`src/rtl/wdog_fg_pkg.sv`:
```
package wdog_fg_pkg;

   localparam int PRE_W = 3;

   typedef enum logic [1:0] {
      REG_CTRL   = 2'd0,
      REG_RELOAD = 2'd1,
      REG_KEY1   = 2'd2,
      REG_KEY2   = 2'd3
   } reg_sel_e;

   localparam logic [7:0] KEY1_VAL = 8'hA5;
   localparam logic [7:0] KEY2_VAL = 8'h5A;

   typedef struct packed {
      logic             src;
      logic [PRE_W-1:0] pre;
      logic             run;
   } wd_cfg_t;

   localparam wd_cfg_t CFG_RST = '{src: 1'b0, pre: 3'd7, run: 1'b0};

endpackage

```
`src/rtl/wdog_fg_tick.sv`:
```
module wdog_fg_tick
   import wdog_fg_pkg::*;
#(
   parameter int DIV_LOG2 = 5
)(
   input  logic             clk,
   input  logic             rst_n,
   input  logic             tick_a,
   input  logic             tick_b,
   input  logic             src,
   input  logic [PRE_W-1:0] pre,
   input  logic             run,
   input  logic             clear,
   input  logic             hold,
   output logic             pulse
);
   localparam int PSC_W = 1 << PRE_W;

   logic             tick_sel;
   logic             adv;
   logic             stage;
   logic [PSC_W-1:0] psc_q;
   logic [PSC_W-1:0] mask;

   assign tick_sel = src ? tick_b : tick_a;
   assign adv      = run & tick_sel & ~hold;

   generate
      if (DIV_LOG2 > 0) begin : g_fixed_div
         logic [DIV_LOG2-1:0] fix_q;
         always_ff @(posedge clk or negedge rst_n) begin
            if (!rst_n)       fix_q <= '0;
            else if (clear)   fix_q <= '0;
            else if (adv)     fix_q <= fix_q + 1'b1;
         end
         assign stage = adv & (&fix_q);
      end else begin : g_no_div
         assign stage = adv;
      end
   endgenerate

   assign mask = (PSC_W'(1) << ({1'b0, pre} + 4'd1)) - PSC_W'(1);

   always_ff @(posedge clk or negedge rst_n) begin
      if (!rst_n)       psc_q <= '0;
      else if (clear)   psc_q <= '0;
      else if (stage)   psc_q <= psc_q + 1'b1;
   end

   assign pulse = stage & ((psc_q & mask) == mask);

   // a stopped watchdog produces no counter steps
   a_r7_no_step_stopped: assert property (@(posedge clk) disable iff (!rst_n)
      !run |-> !pulse);
   // nothing advances while a request is out
   a_r10_frozen_in_pulse: assert property (@(posedge clk) disable iff (!rst_n)
      hold |-> !pulse);

endmodule

```
`src/rtl/wdog_fg_count.sv`:
```
module wdog_fg_count #(
   parameter int CNT_W = 8
)(
   input  logic             clk,
   input  logic             rst_n,
   input  logic             load,
   input  logic [CNT_W-1:0] load_val,
   input  logic             dec,
   output logic             underflow
);
   logic [CNT_W-1:0] cnt_q;

   always_ff @(posedge clk or negedge rst_n) begin
      if (!rst_n)      cnt_q <= '1;
      else if (load)   cnt_q <= load_val;
      else if (dec)    cnt_q <= cnt_q - 1'b1;
   end

   assign underflow = dec & (cnt_q == '0);

   // each step lowers the count by one
   a_r6_single_step: assert property (@(posedge clk) disable iff (!rst_n)
      (dec && !load && cnt_q != '0) |=> cnt_q == $past(cnt_q) - 1'b1);
   // reload lands the programmed value
   a_r2_reload_value: assert property (@(posedge clk) disable iff (!rst_n)
      load |=> cnt_q == $past(load_val));

endmodule

```
`src/rtl/wdog_fg_seq.sv`:
```
module wdog_fg_seq
   import wdog_fg_pkg::*;
(
   input  logic       clk,
   input  logic       rst_n,
   input  logic       acc_wr,
   input  logic       acc_rd,
   input  logic [1:0] addr,
   input  logic [7:0] wdata,
   input  logic       abort,
   output logic       feed_ok,
   output logic       seq_bad
);
   logic     armed_q, armed_d;
   logic     due_q, due_d;
   logic     acc;
   reg_sel_e sel;

   assign acc = acc_wr | acc_rd;
   assign sel = reg_sel_e'(addr);

   always_comb begin
      feed_ok = 1'b0;
      seq_bad = 1'b0;
      armed_d = armed_q;
      due_d   = due_q;
      if (acc) begin
         if (armed_q) begin
            if (acc_wr && sel == REG_KEY2 && wdata == KEY2_VAL) feed_ok = 1'b1;
            else                                               seq_bad = 1'b1;
         end else if (acc_wr && sel == REG_KEY1) begin
            if (wdata == KEY1_VAL) armed_d = 1'b1;
            else                   seq_bad = 1'b1;
         end else if (due_q) begin
            seq_bad = 1'b1;
         end else if (acc_wr && sel == REG_KEY2) begin
            seq_bad = 1'b1;
         end else if (acc_wr && sel == REG_CTRL) begin
            due_d = 1'b1;
         end
      end
      if (feed_ok || seq_bad || abort) begin
         armed_d = 1'b0;
         due_d   = 1'b0;
      end
   end

   always_ff @(posedge clk or negedge rst_n) begin
      if (!rst_n) begin
         armed_q <= 1'b0;
         due_q   <= 1'b0;
      end else begin
         armed_q <= armed_d;
         due_q   <= due_d;
      end
   end

   // a key access is either a service or a fault, never both
   a_r3_outcome_exclusive: assert property (@(posedge clk) disable iff (!rst_n)
      !(feed_ok && seq_bad));
   // a service completes only on a write
   a_r2_feed_on_write: assert property (@(posedge clk) disable iff (!rst_n)
      feed_ok |-> acc_wr);

endmodule

```
`src/rtl/wdog_feedguard.sv`:
```
module wdog_feedguard
   import wdog_fg_pkg::*;
#(
   parameter int CNT_W      = 8,
   parameter int DIV_LOG2   = 5,
   parameter int RELOAD_RST = 255
)(
   input  logic       clk,
   input  logic       rst_n,
   input  logic       bus_wr,
   input  logic       bus_rd,
   input  logic [1:0] bus_addr,
   input  logic [7:0] bus_wdata,
   output logic [7:0] bus_rdata,
   input  logic       tick_osc,
   input  logic       tick_pclk,
   output logic       wd_rst_req
);
   generate
      if (CNT_W < 2 || CNT_W > 8) begin : g_bad_cnt_w
         $error("wdog_feedguard: CNT_W must lie in 2..8");
      end
      if (DIV_LOG2 < 0 || DIV_LOG2 > 16) begin : g_bad_div
         $error("wdog_feedguard: DIV_LOG2 must lie in 0..16");
      end
      if (RELOAD_RST < 0 || RELOAD_RST >= (1 << CNT_W)) begin : g_bad_rld
         $error("wdog_feedguard: RELOAD_RST does not fit CNT_W");
      end
   endgenerate

   reg_sel_e         sel;
   wd_cfg_t          cfg_q, cfg_sh;
   logic [CNT_W-1:0] reload_q;
   logic             flag_q;
   logic             acc_wr, acc_rd, ctrl_wr;
   logic             feed_ok, seq_bad, wdclk, uf, rst_evt;

   assign sel     = reg_sel_e'(bus_addr);
   assign acc_wr  = bus_wr & ~wd_rst_req;
   assign acc_rd  = bus_rd & ~wd_rst_req;
   assign ctrl_wr = acc_wr && sel == REG_CTRL;
   assign rst_evt = seq_bad | (uf & ~feed_ok);

   wdog_fg_seq u_seq (
      .clk     (clk),
      .rst_n   (rst_n),
      .acc_wr  (acc_wr),
      .acc_rd  (acc_rd),
      .addr    (bus_addr),
      .wdata   (bus_wdata),
      .abort   (uf),
      .feed_ok (feed_ok),
      .seq_bad (seq_bad)
   );

   wdog_fg_tick #(.DIV_LOG2(DIV_LOG2)) u_tick (
      .clk    (clk),
      .rst_n  (rst_n),
      .tick_a (tick_osc),
      .tick_b (tick_pclk),
      .src    (cfg_q.src),
      .pre    (cfg_q.pre),
      .run    (cfg_q.run),
      .clear  (feed_ok | rst_evt),
      .hold   (wd_rst_req),
      .pulse  (wdclk)
   );

   wdog_fg_count #(.CNT_W(CNT_W)) u_count (
      .clk       (clk),
      .rst_n     (rst_n),
      .load      (feed_ok | rst_evt),
      .load_val  (reload_q),
      .dec       (wdclk),
      .underflow (uf)
   );

   always_ff @(posedge clk or negedge rst_n) begin
      if (!rst_n) begin
         cfg_q      <= CFG_RST;
         cfg_sh     <= CFG_RST;
         reload_q   <= CNT_W'(RELOAD_RST);
         flag_q     <= 1'b0;
         wd_rst_req <= 1'b0;
      end else begin
         wd_rst_req <= rst_evt;
         if (acc_wr && sel == REG_RELOAD) reload_q <= bus_wdata[CNT_W-1:0];
         if (rst_evt) begin
            flag_q <= 1'b1;
            cfg_sh <= cfg_q;
         end else begin
            if (ctrl_wr) begin
               cfg_sh <= '{src: bus_wdata[5], pre: bus_wdata[4:2], run: bus_wdata[0]};
               if (!bus_wdata[1]) flag_q <= 1'b0;
            end
            if (feed_ok) cfg_q <= cfg_sh;
         end
      end
   end

   always_comb begin
      case (sel)
         REG_CTRL:   bus_rdata = {2'b00, cfg_q.src, cfg_q.pre, flag_q, cfg_q.run};
         REG_RELOAD: bus_rdata = 8'(reload_q);
         default:    bus_rdata = 8'h00;
      endcase
   end

   // the request never lasts two cycles
   a_r10_one_cycle: assert property (@(posedge clk) disable iff (!rst_n)
      wd_rst_req |=> !wd_rst_req);
   // every request leaves the flag set
   a_r9_flag_with_req: assert property (@(posedge clk) disable iff (!rst_n)
      wd_rst_req |-> flag_q);
   // active settings move only on a service
   a_r5_cfg_on_feed_only: assert property (@(posedge clk) disable iff (!rst_n)
      !$past(feed_ok) |-> $stable(cfg_q));

endmodule

```
`config.mk`:
```
export PLATFORM = sky130hd
export DESIGN_NAME = wdog_feedguard
export DESIGN_NICKNAME = d
export VERILOG_FILES = /design/src/rtl/wdog_fg_pkg.sv /design/src/rtl/wdog_fg_tick.sv /design/src/rtl/wdog_fg_count.sv /design/src/rtl/wdog_fg_seq.sv /design/src/rtl/wdog_feedguard.sv
export SDC_FILE = /design/constraint.sdc
export NUM_CORES = 1
export LEC_CHECK = 0
export CORE_MARGIN = 1.5
export CORE_UTILIZATION = 35
export CTS_CLUSTER_DIAMETER = 100
export DETAILED_ROUTE_END_ITERATION = 10
export GPL_TIMING_DRIVEN = 0
export PLACE_DENSITY = 0.53
export SYNTH_ARGS = -nofsm -noshare
export SYNTH_HDL_FRONTEND = slang
export SYNTH_SLANG_ARGS = --single-unit
export TNS_END_PERCENT = 10
```
`constraint.sdc`:
```
create_clock -name clk -period 3.62 [get_ports clk]
set_input_delay 0.362 -clock clk [delete_from_list [all_inputs] [get_ports clk]]
set_output_delay 0.362 -clock clk [all_outputs]
set_load 0.05 [all_outputs]
```
Word-level counts from Yosys, hierarchy flattened
Index checks and enable logic that the tools add are counted.

word-level totals
  bits in registers = 43
  latch bits = 0
  memory bits (writable) = 0
  bits in read-only memories = 0
  input port bits = 16
  output and inout port bits = 9
  logic and storage cells = 97
  memories = 0

operators by class
  add/sub/neg operators = 5
  multiply operators = 0
  div/mod/pow operators = 0
  $lt $le $gt $ge = 0
  equal/unequal tests = 9
  shift-type cells = 1
  mux-type cells = 35
  bitwise gates (word level) = 15
  reductions and logical operators = 18

operators by type and width
  operator                                                               number
  8-bit two-way mux                                                      4
  1-bit two-way mux                                                      26
  5-bit two-way mux                                                      4
  8-bit one-hot mux with 2 select lines                                  1
  2-bit nonzero test                                                     5
  8-bit by 1-bit adder with 8-bit output, second input constant          1
  1-bit bitwise AND                                                      8
  8-bit bitwise AND                                                      1
  8-bit by 7-bit equality test with 1-bit output, second input constant  1
  8-bit equality test                                                    1
  8-bit equality test, second input constant                             1
  8-bit logical NOT                                                      1
  1-bit by 4-bit left shift with 8-bit output, first input constant      1
  8-bit by 1-bit subtractor with 8-bit output, second input constant     1
  8-bit by 2-bit subtractor with 8-bit output, second input constant     1
  5-bit by 1-bit adder with 5-bit output, second input constant          1
  1-bit logical AND                                                      5
  5-bit AND reduction                                                    1
  3-bit by 1-bit adder with 4-bit output, second input constant          1
  2-bit equality test, second input constant                             2
  2-bit inequality test, second input constant                           2
  2-bit AND reduction                                                    2
  1-bit inverter                                                         3
  1-bit OR                                                               3
  5 further kinds                                                        6

Logic depth before layout (Yosys ltp)
  depth in word-level cells = 12
  gate-level depth with buffers = 13
  depth with buffers taken out = 9

Cells and area by module
Synthesis repeated with hierarchy kept, for this count alone.

unflattened totals
  cell total of the unflattened synthesis = 231
  area total of the unflattened synthesis = 2502.4 um^2

modules (own cells, without submodules)
  module          times used  cells an instance  area an instance (um^2)  seq. area each (um^2)
  wdog_feedguard  1           76                 1001.0                   518.0
  wdog_fg_tick    1           84                 818.3                    325.3
  wdog_fg_count   1           51                 471.7                    210.2
  wdog_fg_seq     1           20                 211.5                    50.0

Worst setup path after synthesis
OpenSTA, ideal clock, no wires.

  path type = register to register
  start = reg cfg_q[2] in the netlist's numbering
  end = reg u_count.cnt_q[0]
  setup time = 0.082 ns
  data arrival time = 2.529 ns
  required time = 3.538 ns
  setup slack = 1.008 ns
  cell stages (with the launch flop) = 13
  path buffers = 3
  clock period less this slack = 2.612 ns
  cell sequence = dfstp_2 -> buf_6 -> nor2_1 -> nand2_1 -> ha_1 -> or4b_1 -> a21oi_2 -> a311oi_2 -> and3_1 -> or2_1 -> buf_6 -> buf_6 -> mux2_4

between the ends
  cells in the longest elaborated chain, start to end = 11
  elaborated cells between the ends (all ways) = 12
  classes of those cells = 2 x add/sub; 1 x eq/ne; 1 x shift; 1 x mux; 6 x bitwise; 1 x reduce/logical

RTL lines
  element                                                         line                  RTL
  start: declaration                                              wdog_feedguard.sv:32  wd_cfg_t cfg_q, cfg_sh;
  start signal: assignment                                        wdog_feedguard.sv:96  if (feed_ok) cfg_q <= cfg_sh;
  3-bit by 1-bit adder with 4-bit output *                        wdog_fg_tick.sv:42    assign mask = (PSC_W'(1) << ({1'b0, pre} + 4'd1)) - PSC_W'(1);
  1-bit by 4-bit left shift with 8-bit output *                   wdog_fg_tick.sv:42
  8-bit by 2-bit subtractor with 8-bit output *                   wdog_fg_tick.sv:42
  8-bit bitwise AND                                               wdog_fg_tick.sv:50    assign pulse = stage & ((psc_q & mask) == mask);
  8-bit equality test *                                           wdog_fg_tick.sv:50
  1-bit bitwise AND *                                             wdog_fg_tick.sv:50
  1-bit bitwise AND                                               wdog_fg_count.sv:19   assign underflow = dec & (cnt_q == '0);
  1-bit bitwise AND                                               wdog_feedguard.sv:42  assign rst_evt = seq_bad | (uf & ~feed_ok);
  1-bit OR                                                        wdog_feedguard.sv:42
  1-bit OR                                                        wdog_feedguard.sv:72  .load (feed_ok | rst_evt),
  8-bit two-way mux / 2-bit nonzero test (equally long branches)  n/a
  end signal: assignment                                          wdog_fg_count.sv:15   else if (load) cnt_q <= load_val;
  end signal: assignment                                          wdog_fg_count.sv:16   else if (dec) cnt_q <= cnt_q - 1'b1;
  end: declaration                                                wdog_fg_count.sv:11   logic [CNT_W-1:0] cnt_q;

Every way passes the cells marked *; elsewhere a longest branch is shown, timed or not.
A chain may end at the register's enable or synchronous reset.

Worst setup path after layout
Same ends and word-level chain as after synthesis.

==> metrics.yaml <==
outcome:
  outcome: "finished clean"
setup_path:
  critPathKind: "reg -> reg"
  crit_path_frequent_cell: "buf_6"
  crit_chain: "buf_6 -> nor2_1 -> nand2_1 -> ha_1 -> o221ai_1 -> nor4_2 -> and3_1 -> or2_1 -> buf_6 -> buf_6 -> mux2_4"
  rrSetupSlack_ns: 0.68
  cp_slowest_cell: "nor4_2"
  worst_setup_path_start_kind: "register"
  r2r-end: "u_count.cnt_q[0]$_DFFE_PN1P_"
  critPathRequiredTime_ns: 3.84
  cpPeakStageDelay_ns: 0.75
  arrival_ns: 3.16
  r2r_start: "cfg_q[2]$_DFFE_PN1P_"
  reg2reg_depth: 11
  path_max_fanout: 10
  cp-end-kind: "register"
route:
  routed_wirelength_mm: 5.09
  wl_per_cell_um: 15.3
  drt-vias-per-instance: 5.07
  ant_nets: 0
  drt_iter0_drc: 56
  drc: 0
  firstDrtPassIters: 4
  dr_total_vias: 1682
cts:
  cts_inserted_buffers: 5
  cts_tree: "built"
  clkSlewWorstSetupHoldPaths_ns: 0.08
  cts_num_sinks: 43
  cts_root_buf: "clkbuf_8"
  post_cts_buffers: 0
  clock_path_buffers: 2
  h-tree-depth: 2
  clkLatencyLatePin_ns: 0.29
synthesis:
  avgSynthCellArea_um2: 11.2
  ys_ff_latch: 43
  synth-async-reset-ratio: 1.00
  synth_area_mm2: 0.00244
  synth_edf_count: 0
  syn_nets: 239
  synth-main-ff-cell: "dfstp_2"
  synth_cell_types: 42
  seq_area_frac_synth: 0.453
  yosys_warnings: 0
  synthCells: 218
floorplan:
  core_area_mm2: 0.00676
  die_y_um: 86.5
  die_area_mm2: 0.00747
  io-pin-count: 25
  initial_utilization: 0.361
  rows: 30
  fp.dieW_um: 86.5
power:
  switching_power_mw: 0.514
  combPwrFrac: 0.335
  clockPowerShare: 0.184
  p_sw_frac: 0.321
  power.density_mw_per_mm2: 555
  p_int_mw: 1.09
  ir_worst_vdd_v: 0.000282
  power.leakage_nw: 1.21
  finalPower_mw: 1.60
  pwr-share-seq: 0.481
sta:
  period_needed_ns: 2.94
  worst_pin_slew_ns: 1.23
  maxSlewViolCount: 0
  finalSetupViolCount: 0
  slew_headroom: 0.176
  rsz0062_at_grt: "no"
  skew_ns: 0.00474
  tns_ns: 0
  finalHoldViolations: 0
  post-route-period-util: 0.813
  fmax_ghz: 0.340
finish:
  n_antenna_cell: 0
  fin_cells: 332
  num-nets-final: 272
  nFillCells: 665
  area_growth_pct: 18.3
  drive_above_1_share: 0.242
global_routing:
  grt_pass1_vias: 1700
  grt_usage: 0.152
  antenna_found_initial: 0
  grt_max_degree: 39
  grt_overflow_total: 0
  grt_pass1_wl_mm: 8.63
job:
  cap_viol_max_count: 0
place:
  placed_cells: 323
  dp_hpwl_mm: 3.73
  portBuffers: 24
  gp_congestion: 0.745
min_path:
  min_path_type: "in -> async"
sequential cells by signal, summed over array words and instances (netlist names):
signal,flops
reload_q,8
u_count.cnt_q,8
u_tick.psc_q,8
cfg_q,5
cfg_sh,5
u_tick.g_fixed_div.fix_q,5
flag_q,1
u_seq.armed_q,1
u_seq.due_q,1
wd_rst_req,1
per-stage QoR:
step / hold slack, ns / util / worst slack [ns] / area [um^2]
finish: 0.434 / 0.427 / 0.678 / 2880
global route: 0.442 / 0.427 / 0.402 / 2880
CTS: 0.417 / 0.427 / 0.613 / 2880
detailed placement: 0.207 / 0.413 / 0.634 / 2790
global placement: 0.464 / 0.411 / 0.615 / 2780
floorplan: 0.0664 / - / 1.01 / 2440
routing by layer:
layer	GRT usage	share of wire
met3	0.0276	0.029
met5	0	0
met4	0.0484	0.013
met2	0.235	0.45
met1	0.215	0.51
power by group through the flow:
stage	clock, mW	combinational, mW	sequential [mW]
final	0.295	0.536	0.771
after global routing	0.327	0.590	0.791
after CTS	0.312	0.545	0.772
after detailed placement	0	0.542	0.778
after global placement	0	0.534	0.779
after floorplan	0	0.396	0.759
logic make-up after synthesis:
| family | share of synthesized area |
|---|---|
| multiplexers | 0.192 |
| XOR/XNOR | 0.0611 |
| buffers and inverters | 0.0328 |
| AO/OA/AOI/OAI | 0.0421 |
| adder cells (fa/ha/maj) | 0.0257 |
| flip-flops | 0.453 |
| AND/OR/NAND/NOR | 0.192 |
| other | 0.00154 |
synthesized netlist by cell type (all sizes together), types with 2 or more instances:
| master | count | area share |
|---|---|---|
| a21o | 2 | 0.0062 |
| a21oi | 7 | 0.016 |
| and2 | 4 | 0.010 |
| and3 | 2 | 0.0051 |
| and3b | 6 | 0.022 |
| and4 | 2 | 0.0072 |
| buf | 5 | 0.021 |
| clkbuf | 4 | 0.0062 |
| dfrtp | 21 | 0.22 |
| dfstp | 22 | 0.24 |
| ha | 5 | 0.026 |
| inv | 4 | 0.0062 |
| mux2 | 31 | 0.15 |
| mux2i | 10 | 0.041 |
| nand2 | 10 | 0.015 |
| nand2b | 4 | 0.010 |
| nand3 | 8 | 0.016 |
| nand4 | 4 | 0.010 |
| nor2 | 23 | 0.035 |
| nor3 | 7 | 0.014 |
| nor3b | 2 | 0.0062 |
| nor4bb | 2 | 0.0082 |
| o21ai | 2 | 0.0041 |
| or3 | 2 | 0.0051 |
| xnor2 | 10 | 0.036 |
| xor2 | 7 | 0.025 |
worst max-delay path: cells and delay by family (launching register included):
kind | cells | cell delay, ns
AOI/OAI and AO/OA | 1 | 0.13
adders and majority gates | 1 | 0.27
buffers and inverters | 3 | 0.41
DFF | 1 | 0.37
muxes | 1 | 0.31
and+or+nand+nor | 5 | 1.37
what timing repair did:
action                    CTS  global route
hold buffers                1             0
hold endpoints to repair    5             0
resized for setup           0             0
layout make-up:
type / count / area [um^2] / area share
Inverter: 4 / 15.0 / 0.00521
Multi-Input combinational cell: 162 / 1250 / 0.435
Clock inverter: 1 / 5.00 / 0.00174
Tap cell: 80 / 100 / 0.0347
Buffer: 9 / 65.1 / 0.0226
Sequential cell: 43 / 1100 / 0.383
Timing Repair Buffer: 26 / 265 / 0.0920
Clock buffer: 7 / 76.3 / 0.0265
cell usage in the layout (no fill, tap or decap), types with 5 or more instances in the layout:
| cell type | instances |
|---|---|
| a21oi_1 | 6 |
| and3b_1 | 6 |
| clkbuf_1 | 6 |
| clkbuf_8 | 5 |
| clkdlybuf4s50_1 | 23 |
| dfrtp_1 | 21 |
| dfstp_2 | 22 |
| ha_1 | 5 |
| mux2_1 | 8 |
| mux2_2 | 18 |
| mux2_4 | 5 |
| mux2i_1 | 10 |
| nand2_1 | 10 |
| nand3_1 | 8 |
| nor2_1 | 23 |
| nor3_1 | 7 |
| xnor2_1 | 10 |
| xor2_1 | 7 |
how the worst max path moves through the flow:
stage	startpoint	end	slack, ns	depth (start not counted)
after floorplan	cfg_q[2]$_DFFE_PN1P_	u_count.cnt_q[0]$_DFFE_PN1P_	1.01	12
after global placement	bus_addr[0]	reload_q[7]$_DFFE_PN1P_	0.62	4
after detailed placement	u_tick.g_fixed_div.fix_q[0]$_DFFE_PN0P_	u_count.cnt_q[6]$_DFFE_PN1P_	0.63	11
after CTS	u_tick.g_fixed_div.fix_q[0]$_DFFE_PN0P_	u_count.cnt_q[0]$_DFFE_PN1P_	0.61	11
after global routing	cfg_q[2]$_DFFE_PN1P_	cfg_sh[4]$_DFFE_PN0P_	0.40	10
final	cfg_q[2]$_DFFE_PN1P_	u_count.cnt_q[0]$_DFFE_PN1P_	0.68	11
No activity file was read; power rests on OpenSTA's default activity.
